File: src/rtl/audio_src_pkg.sv
package audio_src_pkg;

    localparam int DATA_W = 32;

    // register byte offsets
    localparam logic [3:0] OFS_IN_DATA  = 4'h0;
    localparam logic [3:0] OFS_OUT_DATA = 4'h4;
    localparam logic [3:0] OFS_IN_CTL   = 4'h8;
    localparam logic [3:0] OFS_OUT_CTL  = 4'hA;
    localparam logic [3:0] OFS_CTL      = 4'hC;
    localparam logic [3:0] OFS_STAT     = 4'hE;

    // sticky flag indices inside the flag bank
    localparam int FL_OUT_LVL = 0;
    localparam int FL_IN_LVL  = 1;
    localparam int FL_OVW     = 2;
    localparam int FL_UDF     = 3;
    localparam int FL_DONE    = 4;
    localparam int N_FLAGS    = 5;

    typedef enum logic [1:0] {
        SQ_IDLE,
        SQ_RUN,
        SQ_FLUSH,
        SQ_DRAIN
    } seq_state_t;

    function automatic logic [DATA_W-1:0] swap_lane_bytes(input logic [DATA_W-1:0] w);
        return {w[23:16], w[31:24], w[7:0], w[15:8]};
    endfunction

    function automatic logic [DATA_W-1:0] swap_channels(input logic [DATA_W-1:0] w);
        return {w[15:0], w[31:16]};
    endfunction

    // input level code -> 0, 2, 4, 6
    function automatic logic [3:0] in_level(input logic [1:0] code);
        return {1'b0, code, 1'b0};
    endfunction

    // output level code -> 1, 4, 8, 12
    function automatic logic [4:0] out_level(input logic [1:0] code);
        return (code == 2'd0) ? 5'd1 : {1'b0, code, 2'b00};
    endfunction

endpackage

File: src/rtl/src_fifo.sv
module src_fifo #(
    parameter int W           = 32,
    parameter int DEPTH       = 8,
    parameter bit KEEP_NEWEST = 1'b0,
    localparam int AW = $clog2(DEPTH),
    localparam int CW = AW + 1
) (
    input  logic          clk,
    input  logic          rst_n,
    input  logic          wipe,
    input  logic          push,
    input  logic          pop,
    input  logic [W-1:0]  din,
    output logic [W-1:0]  dout,
    output logic [CW-1:0] count,
    output logic          collide
);

    logic [W-1:0]  mem [DEPTH];
    logic [AW-1:0] wr_ptr, rd_ptr;
    logic          full, empty, do_push, do_pop;

    assign full    = (count == CW'(DEPTH));
    assign empty   = (count == '0);
    assign do_pop  = pop && !empty;
    assign do_push = push && (!full || do_pop);
    assign collide = push && full && !do_pop;
    assign dout    = mem[rd_ptr];

    always_ff @(posedge clk or negedge rst_n) begin
        if (!rst_n) begin
            wr_ptr <= '0;
            rd_ptr <= '0;
            count  <= '0;
        end else if (wipe) begin
            wr_ptr <= '0;
            rd_ptr <= '0;
            count  <= '0;
        end else begin
            if (do_push) wr_ptr <= wr_ptr + AW'(1);
            if (do_pop)  rd_ptr <= rd_ptr + AW'(1);
            count <= count + CW'(do_push) - CW'(do_pop);
        end
    end

    generate
        if (KEEP_NEWEST) begin : g_replace
            always_ff @(posedge clk) begin
                if (do_push)
                    mem[wr_ptr] <= din;
                else if (collide && !wipe)
                    mem[wr_ptr - AW'(1)] <= din;
            end
        end else begin : g_drop
            always_ff @(posedge clk) begin
                if (do_push)
                    mem[wr_ptr] <= din;
            end
        end
    endgenerate

endmodule

File: src/rtl/src_seq.sv
module src_seq
    import audio_src_pkg::*;
(
    input  logic clk,
    input  logic rst_n,
    input  logic clear_req,
    input  logic flush_req,
    input  logic run_en,
    input  logic in_empty,
    input  logic out_empty,
    output logic move,
    output logic flushing,
    output logic conv_done
);

    seq_state_t state, nxt;

    always_ff @(posedge clk or negedge rst_n) begin
        if (!rst_n) state <= SQ_IDLE;
        else        state <= nxt;
    end

    always_comb begin
        nxt = state;
        unique case (state)
            SQ_IDLE:  if (flush_req) nxt = SQ_FLUSH;
                      else if (run_en) nxt = SQ_RUN;
            SQ_RUN:   if (flush_req) nxt = SQ_FLUSH;
                      else if (!run_en) nxt = SQ_IDLE;
            SQ_FLUSH: if (in_empty) nxt = SQ_DRAIN;
            SQ_DRAIN: if (flush_req) nxt = SQ_FLUSH;
                      else if (out_empty) nxt = run_en ? SQ_RUN : SQ_IDLE;
            default:  nxt = SQ_IDLE;
        endcase
        if (clear_req) nxt = SQ_IDLE;
    end

    always_comb begin
        move      = 1'b0;
        flushing  = 1'b0;
        conv_done = 1'b0;
        unique case (state)
            SQ_IDLE:  ;
            SQ_RUN:   move = !in_empty && !clear_req;
            SQ_FLUSH: begin
                move     = !in_empty && !clear_req;
                flushing = 1'b1;
            end
            SQ_DRAIN: conv_done = out_empty && !flush_req && !clear_req;
            default:  ;
        endcase
    end

endmodule

File: src/rtl/src_flags.sv
module src_flags
    import audio_src_pkg::*;
#(
    parameter int ICW = 4,
    parameter int OCW = 5
) (
    input  logic               clk,
    input  logic               rst_n,
    input  logic [ICW-1:0]     in_cnt,
    input  logic [OCW-1:0]     out_cnt,
    input  logic [1:0]         in_code,
    input  logic [1:0]         out_code,
    input  logic               ovw_hit,
    input  logic               udf_hit,
    input  logic               conv_done,
    input  logic               stat_rd,
    input  logic               stat_wr,
    input  logic [N_FLAGS-1:0] keep,
    output logic [N_FLAGS-1:0] flags
);

    localparam logic [N_FLAGS-1:0] FLAG_RST = N_FLAGS'(1) << FL_IN_LVL;

    logic in_cond, out_cond, in_cond_q, out_cond_q;
    logic [N_FLAGS-1:0] set_ev, seen;

    assign in_cond  = (in_cnt <= ICW'(in_level(in_code)));
    assign out_cond = (out_cnt >= OCW'(out_level(out_code)));

    always_ff @(posedge clk or negedge rst_n) begin
        if (!rst_n) begin
            in_cond_q  <= 1'b1;
            out_cond_q <= 1'b0;
        end else begin
            in_cond_q  <= in_cond;
            out_cond_q <= out_cond;
        end
    end

    always_comb begin
        set_ev             = '0;
        set_ev[FL_OUT_LVL] = out_cond && !out_cond_q;
        set_ev[FL_IN_LVL]  = in_cond && !in_cond_q;
        set_ev[FL_OVW]     = ovw_hit;
        set_ev[FL_UDF]     = udf_hit;
        set_ev[FL_DONE]    = conv_done;
    end

    generate
        for (genvar i = 0; i < N_FLAGS; i++) begin : g_flag
            always_ff @(posedge clk or negedge rst_n) begin
                if (!rst_n) begin
                    flags[i] <= FLAG_RST[i];
                    seen[i]  <= 1'b0;
                end else if (set_ev[i]) begin
                    flags[i] <= 1'b1;
                end else if (stat_wr && !keep[i] && seen[i]) begin
                    flags[i] <= 1'b0;
                    seen[i]  <= 1'b0;
                end else if (stat_rd && flags[i]) begin
                    seen[i]  <= 1'b1;
                end
            end
        end
    endgenerate

endmodule

File: src/rtl/audio_src_frontend.sv
module audio_src_frontend
    import audio_src_pkg::*;
#(
    parameter int IN_DEPTH  = 8,
    parameter int OUT_DEPTH = 16
) (
    input  logic        clk,
    input  logic        rst_n,
    input  logic        bus_wr,
    input  logic        bus_rd,
    input  logic [3:0]  bus_addr,
    input  logic [31:0] bus_wdata,
    output logic [31:0] bus_rdata,
    output logic        irq_out_lvl,
    output logic        irq_in_lvl,
    output logic        irq_ovw,
    output logic        irq_udf,
    output logic        irq_done
);

    localparam int ICW = $clog2(IN_DEPTH) + 1;
    localparam int OCW = $clog2(OUT_DEPTH) + 1;

    // control fields
    logic       in_bswap, in_ie;
    logic [1:0] in_code;
    logic       out_xchg, out_bswap, out_ie;
    logic [1:0] out_code;
    logic       ctl_run, ctl_ovw_ie, ctl_udf_ie, ctl_done_ie;

    logic [DATA_W-1:0] last_rd, in_word, in_dout, out_dout, out_view, out_word;
    logic [ICW-1:0]    in_cnt;
    logic [OCW-1:0]    out_cnt;
    logic              in_drop, ovw_hit, move, flushing, conv_done;
    logic [N_FLAGS-1:0] flags, keep;
    logic [15:0]       stat_word;

    // bus decode
    logic wr_in, wr_ictl, wr_octl, wr_ctl, wr_stat, rd_out, rd_stat;
    logic clear_req, flush_req, out_pop, udf_hit;

    assign wr_in     = bus_wr && (bus_addr == OFS_IN_DATA);
    assign wr_ictl   = bus_wr && (bus_addr == OFS_IN_CTL);
    assign wr_octl   = bus_wr && (bus_addr == OFS_OUT_CTL);
    assign wr_ctl    = bus_wr && (bus_addr == OFS_CTL);
    assign wr_stat   = bus_wr && (bus_addr == OFS_STAT);
    assign rd_out    = bus_rd && (bus_addr == OFS_OUT_DATA);
    assign rd_stat   = bus_rd && (bus_addr == OFS_STAT);
    assign clear_req = wr_ctl && bus_wdata[8];
    assign flush_req = wr_ctl && bus_wdata[9];
    assign out_pop   = rd_out && (out_cnt != '0);
    assign udf_hit   = rd_out && (out_cnt == '0);

    // control registers
    always_ff @(posedge clk or negedge rst_n) begin
        if (!rst_n) begin
            in_bswap    <= 1'b0;
            in_ie       <= 1'b0;
            in_code     <= 2'd0;
            out_xchg    <= 1'b0;
            out_bswap   <= 1'b0;
            out_ie      <= 1'b0;
            out_code    <= 2'd0;
            ctl_run     <= 1'b0;
            ctl_ovw_ie  <= 1'b0;
            ctl_udf_ie  <= 1'b0;
            ctl_done_ie <= 1'b0;
        end else begin
            if (wr_ictl) begin
                in_bswap <= bus_wdata[9];
                in_ie    <= bus_wdata[8];
                in_code  <= bus_wdata[1:0];
            end
            if (wr_octl) begin
                out_xchg  <= bus_wdata[10];
                out_bswap <= bus_wdata[9];
                out_ie    <= bus_wdata[8];
                out_code  <= bus_wdata[1:0];
            end
            if (wr_ctl) begin
                ctl_done_ie <= bus_wdata[13];
                ctl_run     <= bus_wdata[12];
                ctl_udf_ie  <= bus_wdata[11];
                ctl_ovw_ie  <= bus_wdata[10];
            end
        end
    end

    // data path transforms
    assign in_word = in_bswap ? swap_lane_bytes(bus_wdata) : bus_wdata;

    always_comb begin
        out_view = out_dout;
        if (out_bswap) out_view = swap_lane_bytes(out_view);
        if (out_xchg)  out_view = swap_channels(out_view);
    end

    assign out_word = (out_cnt == '0) ? last_rd : out_view;

    always_ff @(posedge clk or negedge rst_n) begin
        if (!rst_n)       last_rd <= '0;
        else if (clear_req) last_rd <= '0;
        else if (out_pop) last_rd <= out_view;
    end

    src_fifo #(.W(DATA_W), .DEPTH(IN_DEPTH), .KEEP_NEWEST(1'b0)) u_in_q (
        .clk(clk), .rst_n(rst_n), .wipe(clear_req),
        .push(wr_in), .pop(move), .din(in_word),
        .dout(in_dout), .count(in_cnt), .collide(in_drop)
    );

    src_fifo #(.W(DATA_W), .DEPTH(OUT_DEPTH), .KEEP_NEWEST(1'b1)) u_out_q (
        .clk(clk), .rst_n(rst_n), .wipe(clear_req),
        .push(move), .pop(out_pop), .din(in_dout),
        .dout(out_dout), .count(out_cnt), .collide(ovw_hit)
    );

    src_seq u_seq (
        .clk(clk), .rst_n(rst_n),
        .clear_req(clear_req), .flush_req(flush_req), .run_en(ctl_run),
        .in_empty(in_cnt == '0), .out_empty(out_cnt == '0),
        .move(move), .flushing(flushing), .conv_done(conv_done)
    );

    always_comb begin
        keep             = '0;
        keep[FL_OUT_LVL] = bus_wdata[0];
        keep[FL_IN_LVL]  = bus_wdata[1];
        keep[FL_OVW]     = bus_wdata[2];
        keep[FL_UDF]     = bus_wdata[3];
        keep[FL_DONE]    = bus_wdata[5];
    end

    src_flags #(.ICW(ICW), .OCW(OCW)) u_flags (
        .clk(clk), .rst_n(rst_n),
        .in_cnt(in_cnt), .out_cnt(out_cnt),
        .in_code(in_code), .out_code(out_code),
        .ovw_hit(ovw_hit), .udf_hit(udf_hit), .conv_done(conv_done),
        .stat_rd(rd_stat), .stat_wr(wr_stat), .keep(keep),
        .flags(flags)
    );

    assign stat_word = {5'(out_cnt), 4'(in_cnt), 1'b0, flags[FL_DONE], flushing,
                        flags[FL_UDF], flags[FL_OVW], flags[FL_IN_LVL], flags[FL_OUT_LVL]};

    always_comb begin
        bus_rdata = '0;
        case (bus_addr)
            OFS_OUT_DATA: bus_rdata = out_word;
            OFS_IN_CTL:   bus_rdata = {16'b0, 6'b0, in_bswap, in_ie, 6'b0, in_code};
            OFS_OUT_CTL:  bus_rdata = {16'b0, 5'b0, out_xchg, out_bswap, out_ie, 6'b0, out_code};
            OFS_CTL:      bus_rdata = {16'b0, 2'b0, ctl_done_ie, ctl_run, ctl_udf_ie, ctl_ovw_ie, 10'b0};
            OFS_STAT:     bus_rdata = {16'b0, stat_word};
            default:      bus_rdata = '0;
        endcase
    end

    assign irq_out_lvl = flags[FL_OUT_LVL] && out_ie;
    assign irq_in_lvl  = flags[FL_IN_LVL] && in_ie;
    assign irq_ovw     = flags[FL_OVW] && ctl_ovw_ie;
    assign irq_udf     = flags[FL_UDF] && ctl_udf_ie;
    assign irq_done    = flags[FL_DONE] && ctl_done_ie;

endmodule

File: config.mk
export PLATFORM = sky130hd
export DESIGN_NAME = audio_src_frontend
export DESIGN_NICKNAME = d
export VERILOG_FILES = /design/src/rtl/audio_src_pkg.sv /design/src/rtl/src_fifo.sv /design/src/rtl/src_seq.sv /design/src/rtl/src_flags.sv /design/src/rtl/audio_src_frontend.sv
export SDC_FILE = /design/constraint.sdc
export NUM_CORES = 1
export LEC_CHECK = 0
export CAP_MARGIN = 40
export CELL_PAD_IN_SITES_DETAIL_PLACEMENT = 1
export CELL_PAD_IN_SITES_GLOBAL_PLACEMENT = 2
export CORE_ASPECT_RATIO = 0.9
export CORE_MARGIN = 2
export CORE_UTILIZATION = 48
export CTS_CLUSTER_SIZE = 14
export DETAILED_ROUTE_END_ITERATION = 8
export MAX_ROUTING_LAYER = met4
export PLACE_DENSITY = 0.89
export SLEW_MARGIN = 5
export SYNTH_ARGS = -nofsm -noshare
export SYNTH_HDL_FRONTEND = slang
export SYNTH_SLANG_ARGS = --single-unit
File: constraint.sdc
create_clock -name clk -period 5.1 [get_ports clk]
set_clock_uncertainty 0.15 [all_clocks]
set_input_delay 1.02 -clock clk [delete_from_list [all_inputs] [get_ports clk]]
set_output_delay 1.02 -clock clk [all_outputs]
set_load 0.02 [all_outputs]
Word level (Yosys, flattened, before mapping)
Memory sizes are Yosys's and may differ from the RTL's.
Cells that the tools add are included.
{"block": "word_totals", "ram_bits": 768, "mem_bits_ro": 0, "memories": 2, "reg_bits": 82, "inputBits": 40, "latchBits": 0}
{"memory": "u_out_q.mem", "words": 16, "word_bits": 32, "rd": 1, "rd_clocked_by_memory_dff": 0, "wr": 1, "line_no": "src_fifo.sv:19", "text": "logic [W-1:0] mem [DEPTH];"}
{"memory": "u_in_q.mem", "words": 8, "word_bits": 32, "rd": 1, "rd_clocked_by_memory_dff": 0, "wr": 1, "line_no": "src_fifo.sv:19"}
{"block": "op_classes", "div_mod_pow": 0, "add_sub_neg": 9, "mul": 0, "eq_ne": 14, "shift": 0, "muxes": 61, "order_cmp": 2, "bitwise": 5, "n_reduce_logical": 88}
{"operator": "32-bit 2-to-1 mux", "count": 7}
{"operator": "32-bit case mux with 5 select lines", "count": 1}
{"operator": "1-bit logical AND", "count": 43}
{"operator": "1-bit 2-to-1 mux", "count": 32}
{"operator": "32-bit OR reduction", "count": 1}
{"operator": "2-bit nonzero test", "count": 15}
{"operator": "4-bit 2-to-1 mux", "count": 7}
{"operator": "4-bit == test, second input constant", "count": 5}
{"operator": "2-bit 2-to-1 mux", "count": 8}
{"operator": "1-bit zero test", "count": 14}
{"operator": "3-bit 2-to-1 mux", "count": 4}
{"operator": "4-bit by 2-bit != test with 1-bit output, second input constant", "count": 3}
{"operator": "2-bit AND reduction", "count": 5}
{"operator": "4-bit by 1-bit adder with 4-bit output, second input constant", "count": 2}
{"operator": "4-bit zero test", "count": 2}
{"operator": "2-bit case mux with 4 select lines", "count": 1}
{"operator": "3-bit by 1-bit adder with 3-bit output, second input constant", "count": 2}
{"operator": "5-bit by 1-bit adder with 5-bit output", "count": 1}
{"operator": "5-bit == test, second input constant", "count": 1}
{"operator": "5-bit greater-or-equal comparator", "count": 1}
{"operator": "5-bit zero test", "count": 1}
{"operator": "5-bit 2-to-1 mux", "count": 1}
{"operator": "1-bit NOT", "count": 5}
{"operator": "5-bit nonzero test", "count": 1}
{"operator": "other kinds (13)", "count": 16}

Logic depth before layout (Yosys ltp)
Gate-level depths: netlist of run 1.
{"block": "logic_depth", "ltp_word": 14, "ltp_mapped": 15}

Modules after synthesis
Synthesis of run 1 repeated with hierarchy kept, for this count alone.
{"block": "unflattened", "cells_unflattened": 1872, "hier_area_um2": 35193.8}
{"mod": "src_fifo (u_out_q)", "instances": 1, "cells_each": 919, "seq_area_each_um2": 15700.1, "area_per_inst_um2": 20228.2}
{"mod": "src_fifo (u_in_q)", "instances": 1, "cells_each": 462, "seq_area_each_um2": 7937.6, "area_per_inst_um2": 10428.8}
{"mod": "audio_src_frontend", "instances": 1, "cells_each": 403, "seq_area_each_um2": 1126.1, "area_per_inst_um2": 3636.0}
{"mod": "src_flags", "instances": 1, "cells_each": 59, "seq_area_each_um2": 302.8, "area_per_inst_um2": 624.3}
{"mod": "src_seq", "instances": 1, "cells_each": 29, "seq_area_each_um2": 50.0, "area_per_inst_um2": 276.5}

Least setup slack after synthesis of run 1
OpenSTA, ideal clock, no wires.
{"block": "synth_path", "path_kind": "input -> register", "startpoint": "input bus_addr[1]", "endpoint": "memory u_in_q.mem[0][0], enable pin", "required_ps": 4489, "cell_stages": 8, "arrival_ps": 4617, "setup_slack_ps": -128, "cell_sequence": "clkbuf_1 -> or3b_1 -> clkbuf_1 -> o311ai_2 -> a311o_1 -> inv_2 -> nand2b_1 -> nor3_1"}
{"block": "synth_via", "elab_chain_len": 11, "elab_cells_between_ends": 13, "classes_between": "1 x eq/ne; 3 x mux; 9 x reduce/logical"}
{"element": "start: declaration", "line_no": "audio_src_frontend.sv:11", "text": "input logic [3:0] bus_addr,"}
{"element": "4-bit == test", "line_no": "audio_src_frontend.sv:45", "text": "assign wr_ctl = bus_wr && (bus_addr == OFS_CTL);"}
{"element": "1-bit logical AND", "line_no": "audio_src_frontend.sv:45"}
{"element": "1-bit logical AND", "line_no": "audio_src_frontend.sv:49", "text": "assign clear_req = wr_ctl && bus_wdata[8];"}
{"element": "1-bit zero test", "line_no": "src_seq.sv:44, src_seq.sv:46"}
{"element": "1-bit logical AND", "line_no": "src_seq.sv:44, src_seq.sv:46"}
{"element": "1-bit 2-to-1 mux"}
{"element": "1-bit logical AND", "line_no": "src_fifo.sv:25", "text": "assign do_pop = pop && !empty;"}
{"element": "1-bit logical OR", "line_no": "src_fifo.sv:26", "text": "assign do_push = push && (!full || do_pop);"}
{"element": "1-bit logical AND *", "line_no": "src_fifo.sv:26"}
{"element": "1-bit 2-to-1 mux *", "line_no": "src_fifo.sv:56", "text": "if (do_push)"}
{"element": "1-bit 2-to-1 mux (not written as such) *", "line_no": "src_fifo.sv:57", "text": "mem[wr_ptr] <= din;"}
{"element": "end: declaration", "line_no": "src_fifo.sv:19"}
Every way passes the cells marked *; elsewhere a longest branch is shown, timed or not.

Worst setup path after layout of run 1
{"block": "layout_path", "startpoint": "register u_out_q.rd_ptr[0]", "endpoint": "output bus_rdata[6]"}
{"block": "layout_via", "elab_chain_len": 5}
{"element": "start: declaration", "line_no": "src_fifo.sv:20", "text": "logic [AW-1:0] wr_ptr, rd_ptr;"}
{"element": "start signal: assignment", "line_no": "src_fifo.sv:41", "text": "if (do_pop) rd_ptr <= rd_ptr + AW'(1);"}
{"element": "memory read 16 x 32 bit"}
{"element": "32-bit 2-to-1 mux", "line_no": "audio_src_frontend.sv:94", "text": "if (out_bswap) out_view = swap_lane_bytes(out_view);"}
{"element": "32-bit 2-to-1 mux", "line_no": "audio_src_frontend.sv:95", "text": "if (out_xchg) out_view = swap_channels(out_view);"}
{"element": "32-bit 2-to-1 mux", "line_no": "audio_src_frontend.sv:98", "text": "assign out_word = (out_cnt == '0) ? last_rd : out_view;"}
{"element": "32-bit case mux with 5 select lines", "line_no": "audio_src_frontend.sv:148", "text": "case (bus_addr)"}
{"element": "end: declaration", "line_no": "audio_src_frontend.sv:13", "text": "output logic [31:0] bus_rdata,"}
Every way passes these cells.

==> results.txt, run 1 <==
- Fraction of power consumed by combinational cells: 32.3%
- With fillers left out, the area of the finished cells amounts to 40,500 sq um.
- Number of failing setup endpoints in the final timing report: 0
- Wire length after detailed routing: 102,000 um
* Power per standard cell area: 600 nW/um^2
* Total die area: 74,700 sq um
* Clk buf depth: 3
- The worst-case IR drop observed on VDD is 292 uV.
- The path class of the tightest hold or removal check is input port to asynchronous set/reset pin.
- Once placement finished, the instance area stood at 37,300 sq um.
- Leakage dissipation: 13.2 nW
* Post-route minimum period: 5060 ps
- For the worst setup path, the data arrival time is 3890 ps.
- Dominant cells by area after synthesis: edfxtp_1 66%, mux4_2 13%, dfrtp_1 5.8%, mux2_2 2.5%, a21oi_1 1.5%
* Weighted congestion at the end of routability-driven global placement: 0.881
- Number of flip-flops and latches in the synthesized netlist: 850
- Count of antenna-violating nets left after detailed routing: 0
- The run finished with clean final reports.
* Share of the clock period used by the worst path after layout: 99.3%
- In this run the count of I/O pins placed on the die edge is 77.
* Async set-reset flop share out of synthesis: 9.65%
- Share of final-layout standard cells stronger than drive strength 1: 29.1%
- After detailed placement, the design holds a cell count of 2,875.
- Global-route congestion overflow total: 0
- The detailed router finished its first iteration with 2,545 violations.
* Number of hold buffers added after cts: 0
- Fraction of power consumed by the clock network: 25.5%
- Most common cell after layout, fill and taps aside: edfxtp_1
* Proportion of total power due to net switching: 33.5%
- Height of the die: 259 um
- Counting every sink on the clock net gives 850.
- Clock-pin slew on the worst setup and hold paths: 60 ps
- Total net switching power: 0.00815 W
- Placed wire-length estimate after detailed placement: 60,200 um
- Final total negative setup slack: 0 ps
* Filler-free cell count of the finished design: 3,058
* Total vias in the final route: 20,040
- The max-slew violation count was 0.
* Worst Hold Margin: 194 ps
* Number of antenna violations at the first check in global routing: 1
* Die boundary width: 288 um
- The floorplan has 93 rows.
- Number of flops mapped to enable cells by yosys: 768
- The first global-routing pass estimated 146,000 um of wire.
- Number of port buffers: 76
- Along the worst path, the maximum fanout reaches 24.
- After synthesis, the netlist uses 67 different library cells.
* Share of the synthesized area in the top cell type: 66.3%
* Clock latency of the later-clocked register in the worst-skew pair: 650 ps
* Overall power: 0.0243 W
- By startpoint and endpoint, the worst setup path is classified as flip-flop to output pin.
- For this run, the register share of the synthesized area comes to 72.2%.
- DRC violations left: 0
- Leading cell types in the layout, fill and taps excluded: 768 x edfxtp_1, 198 x mux4_2, 106 x buf_4, 105 x a21oi_1, 85 x clkbuf_16
- Relative to the synthesized area, the layout overhead comes to 16.5%.
- Via density: 6.55
- Pre-antenna DRT Iters: 8
- Crit end category: output pin
- TritonCTS built the clock tree.
- Once the floorplan was initialized, standard cells occupied 48.6% of the core.
- Summed over all instances, the cell type with the most area after synthesis is edfxtp_1.
- The floorplan step defined a core boundary enclosing 71,700 sq um.
* Syn_nets: 1,932
- Most used flip-flop cell after synthesis: edfxtp_1
- Average wire per cell in the routed design: 33.2 um
- For the pin with the worst max-slew slack, the measured transition is 917 ps.
- Normalized max-slew margin: 38.6%
- Via count of the first global-routing pass: 21,068
* Cell internal pwr: 0.0162 W
* Overall fraction of global-route tracks in use: 28.2%
* Number of hold violations in the final report: 0
* Pin count of the biggest net entering global routing: 58
- The clock tree synthesis step divided the H-tree into 3 levels.
- Timing would allow up to 198 MHz.
* Mean cell area of the mapped netlist: 18.7 sq um
- The final layout contains 2,108 nets.
- Across the run, the number of max-cap violations was 0.
* Number of buffers created by CTS: 83
- Counting every instance in the synthesized netlist gives 1,864.
- Sequential share of power: 42.2%
* CP required: 3930 ps
- The worst setup path is launched from a flip-flop.
- Number of warnings printed during yosys synthesis: 0
* Root Buffer Master: clkbuf_16
- Cell area after technology mapping: 34,800 sq um
[cell type report]
class | count | area [sq um]
repair buffers | 195 | 1900
well taps | 950 | 1190
inverters | 31 | 116
diodes | 2 | 5.00
clock buffers | 101 | 2170
clock inverters | 50 | 547
flip-flops and latches | 850 | 25100
multi-input cells | 879 | 9490
fillers | 6368 | 31100
[worst paths after layout]
kind / slack, ps / end / depth (start not counted) / from
min in group clk: 360 / last_rd[17]$_DFFE_PN0P_ / 2 / last_rd[17]$_DFFE_PN0P_
max reg2reg: 1000 / u_out_q.count[4]$_DFF_PN0_ / 15 / u_out_q.count[2]$_DFF_PN0_
min: 190 / last_rd[24]$_DFFE_PN0P_ / 1 / rst_n
max: 40 / bus_rdata[6] / 8 / u_out_q.rd_ptr[0]$_DFFE_PN0P_
max in group asynchronous: 3610 / u_in_q.rd_ptr[0]$_DFFE_PN0P_ / 3 / rst_n
min reg2reg: 360 / last_rd[17]$_DFFE_PN0P_ / 2 / last_rd[17]$_DFFE_PN0P_
[worst max-delay path, stage by stage (launching register included)]
cell and delay [ps]:
dfrtp_4 530, buf_12 260, mux4_2 570, a22oi_2 390
a21oi_1 200, nor4_2 420, buf_4 230, o21ai_1 70
clkdlybuf4s50_1 550
[state kept, by name, summed over array words and instances, names as in the netlist, 2 cells and up]
| name | flops |
|---|---|
| in_code | 2 |
| last_rd | 32 |
| out_code | 2 |
| u_flags.flags | 5 |
| u_flags.seen | 5 |
| u_in_q.count | 4 |
| u_in_q.mem | 256 |
| u_in_q.rd_ptr | 3 |
| u_in_q.wr_ptr | 3 |
| u_out_q.count | 5 |
| u_out_q.mem | 512 |
| u_out_q.rd_ptr | 4 |
| u_out_q.wr_ptr | 4 |
| u_seq.state | 2 |
[power by group through the flow]
| stage | Sequential [W] | Clock, W | Combinational [W] |
|---|---|---|---|
| 2_1_floorplan | 0.00997 | 0 | 0.00486 |
| 3_3_place_gp | 0.0103 | 0 | 0.00695 |
| 3_5_place_dp | 0.0104 | 0 | 0.00737 |
| 4_1_cts | 0.0103 | 0.00626 | 0.00760 |
| 5_1_grt | 0.0103 | 0.00649 | 0.00831 |
| 6_report | 0.0103 | 0.00620 | 0.00785 |
[cells by family after synthesis]
| group | after synthesis | synth area share, % |
|---|---|---|
| compound gates | 306 | 5.72 |
| flops | 850 | 72.2 |
| simple gates | 253 | 3.62 |
| fa+ha+maj | 28 | 1.05 |
| xor+xnor | 14 | 0.352 |
| mux | 278 | 15.4 |
| buf+inv | 135 | 1.70 |
[timing repair]
item / in CTS / in global routing
gates cloned: 0 / 1
gates resized for setup: 18 / 21
endpoints found under the hold margin: 0 / 0
pin swaps: 2 / 7
buffers inserted: 4 / 26
endpoints found under the setup margin: 21 / 24
[Yosys cell counts (all sizes together), types with 6 or more instances]
library cell / count
a21o: 11
a21oi: 106
a22oi: 73
and2: 19
buf: 37
clkbuf: 67
dfrtp: 80
edfxtp: 768
ha: 26
inv: 30
mux2: 77
mux4: 198
nand2: 64
nand2b: 9
nand3: 37
nor2: 63
nor2b: 7
nor3: 7
nor4: 24
o211ai: 6
o21ai: 66
o221ai: 10
or3: 6
xnor2: 8
xor2: 6
[stage by stage]
step,worst slack [ps],utilization (%)
final,36.7,56.6
after CTS,-37.5,56.0
after global placement,364,52.0
after detailed placement,278,52.0
after global routing,-20.9,56.6
after floorplan,564,-
[metal layers]
layer  share of wire [%]  vias up  track usage, %
met5                   0        -               -
met4                 3.7        0            10.2
met3                 8.9      244            4.72
met2                  49     1227            44.4
met1                  38    10591            37.3
li1                    -     7978               -
Note: power is estimated with default switching activity, not from simulation.
==> inputs of run 2 (changes only) <==
Settings changed: HOLD_SLACK_MARGIN from default to 0.06.
==> results of run 2 <==
The final DEF is identical to that of run 1; final timing and power are the same.
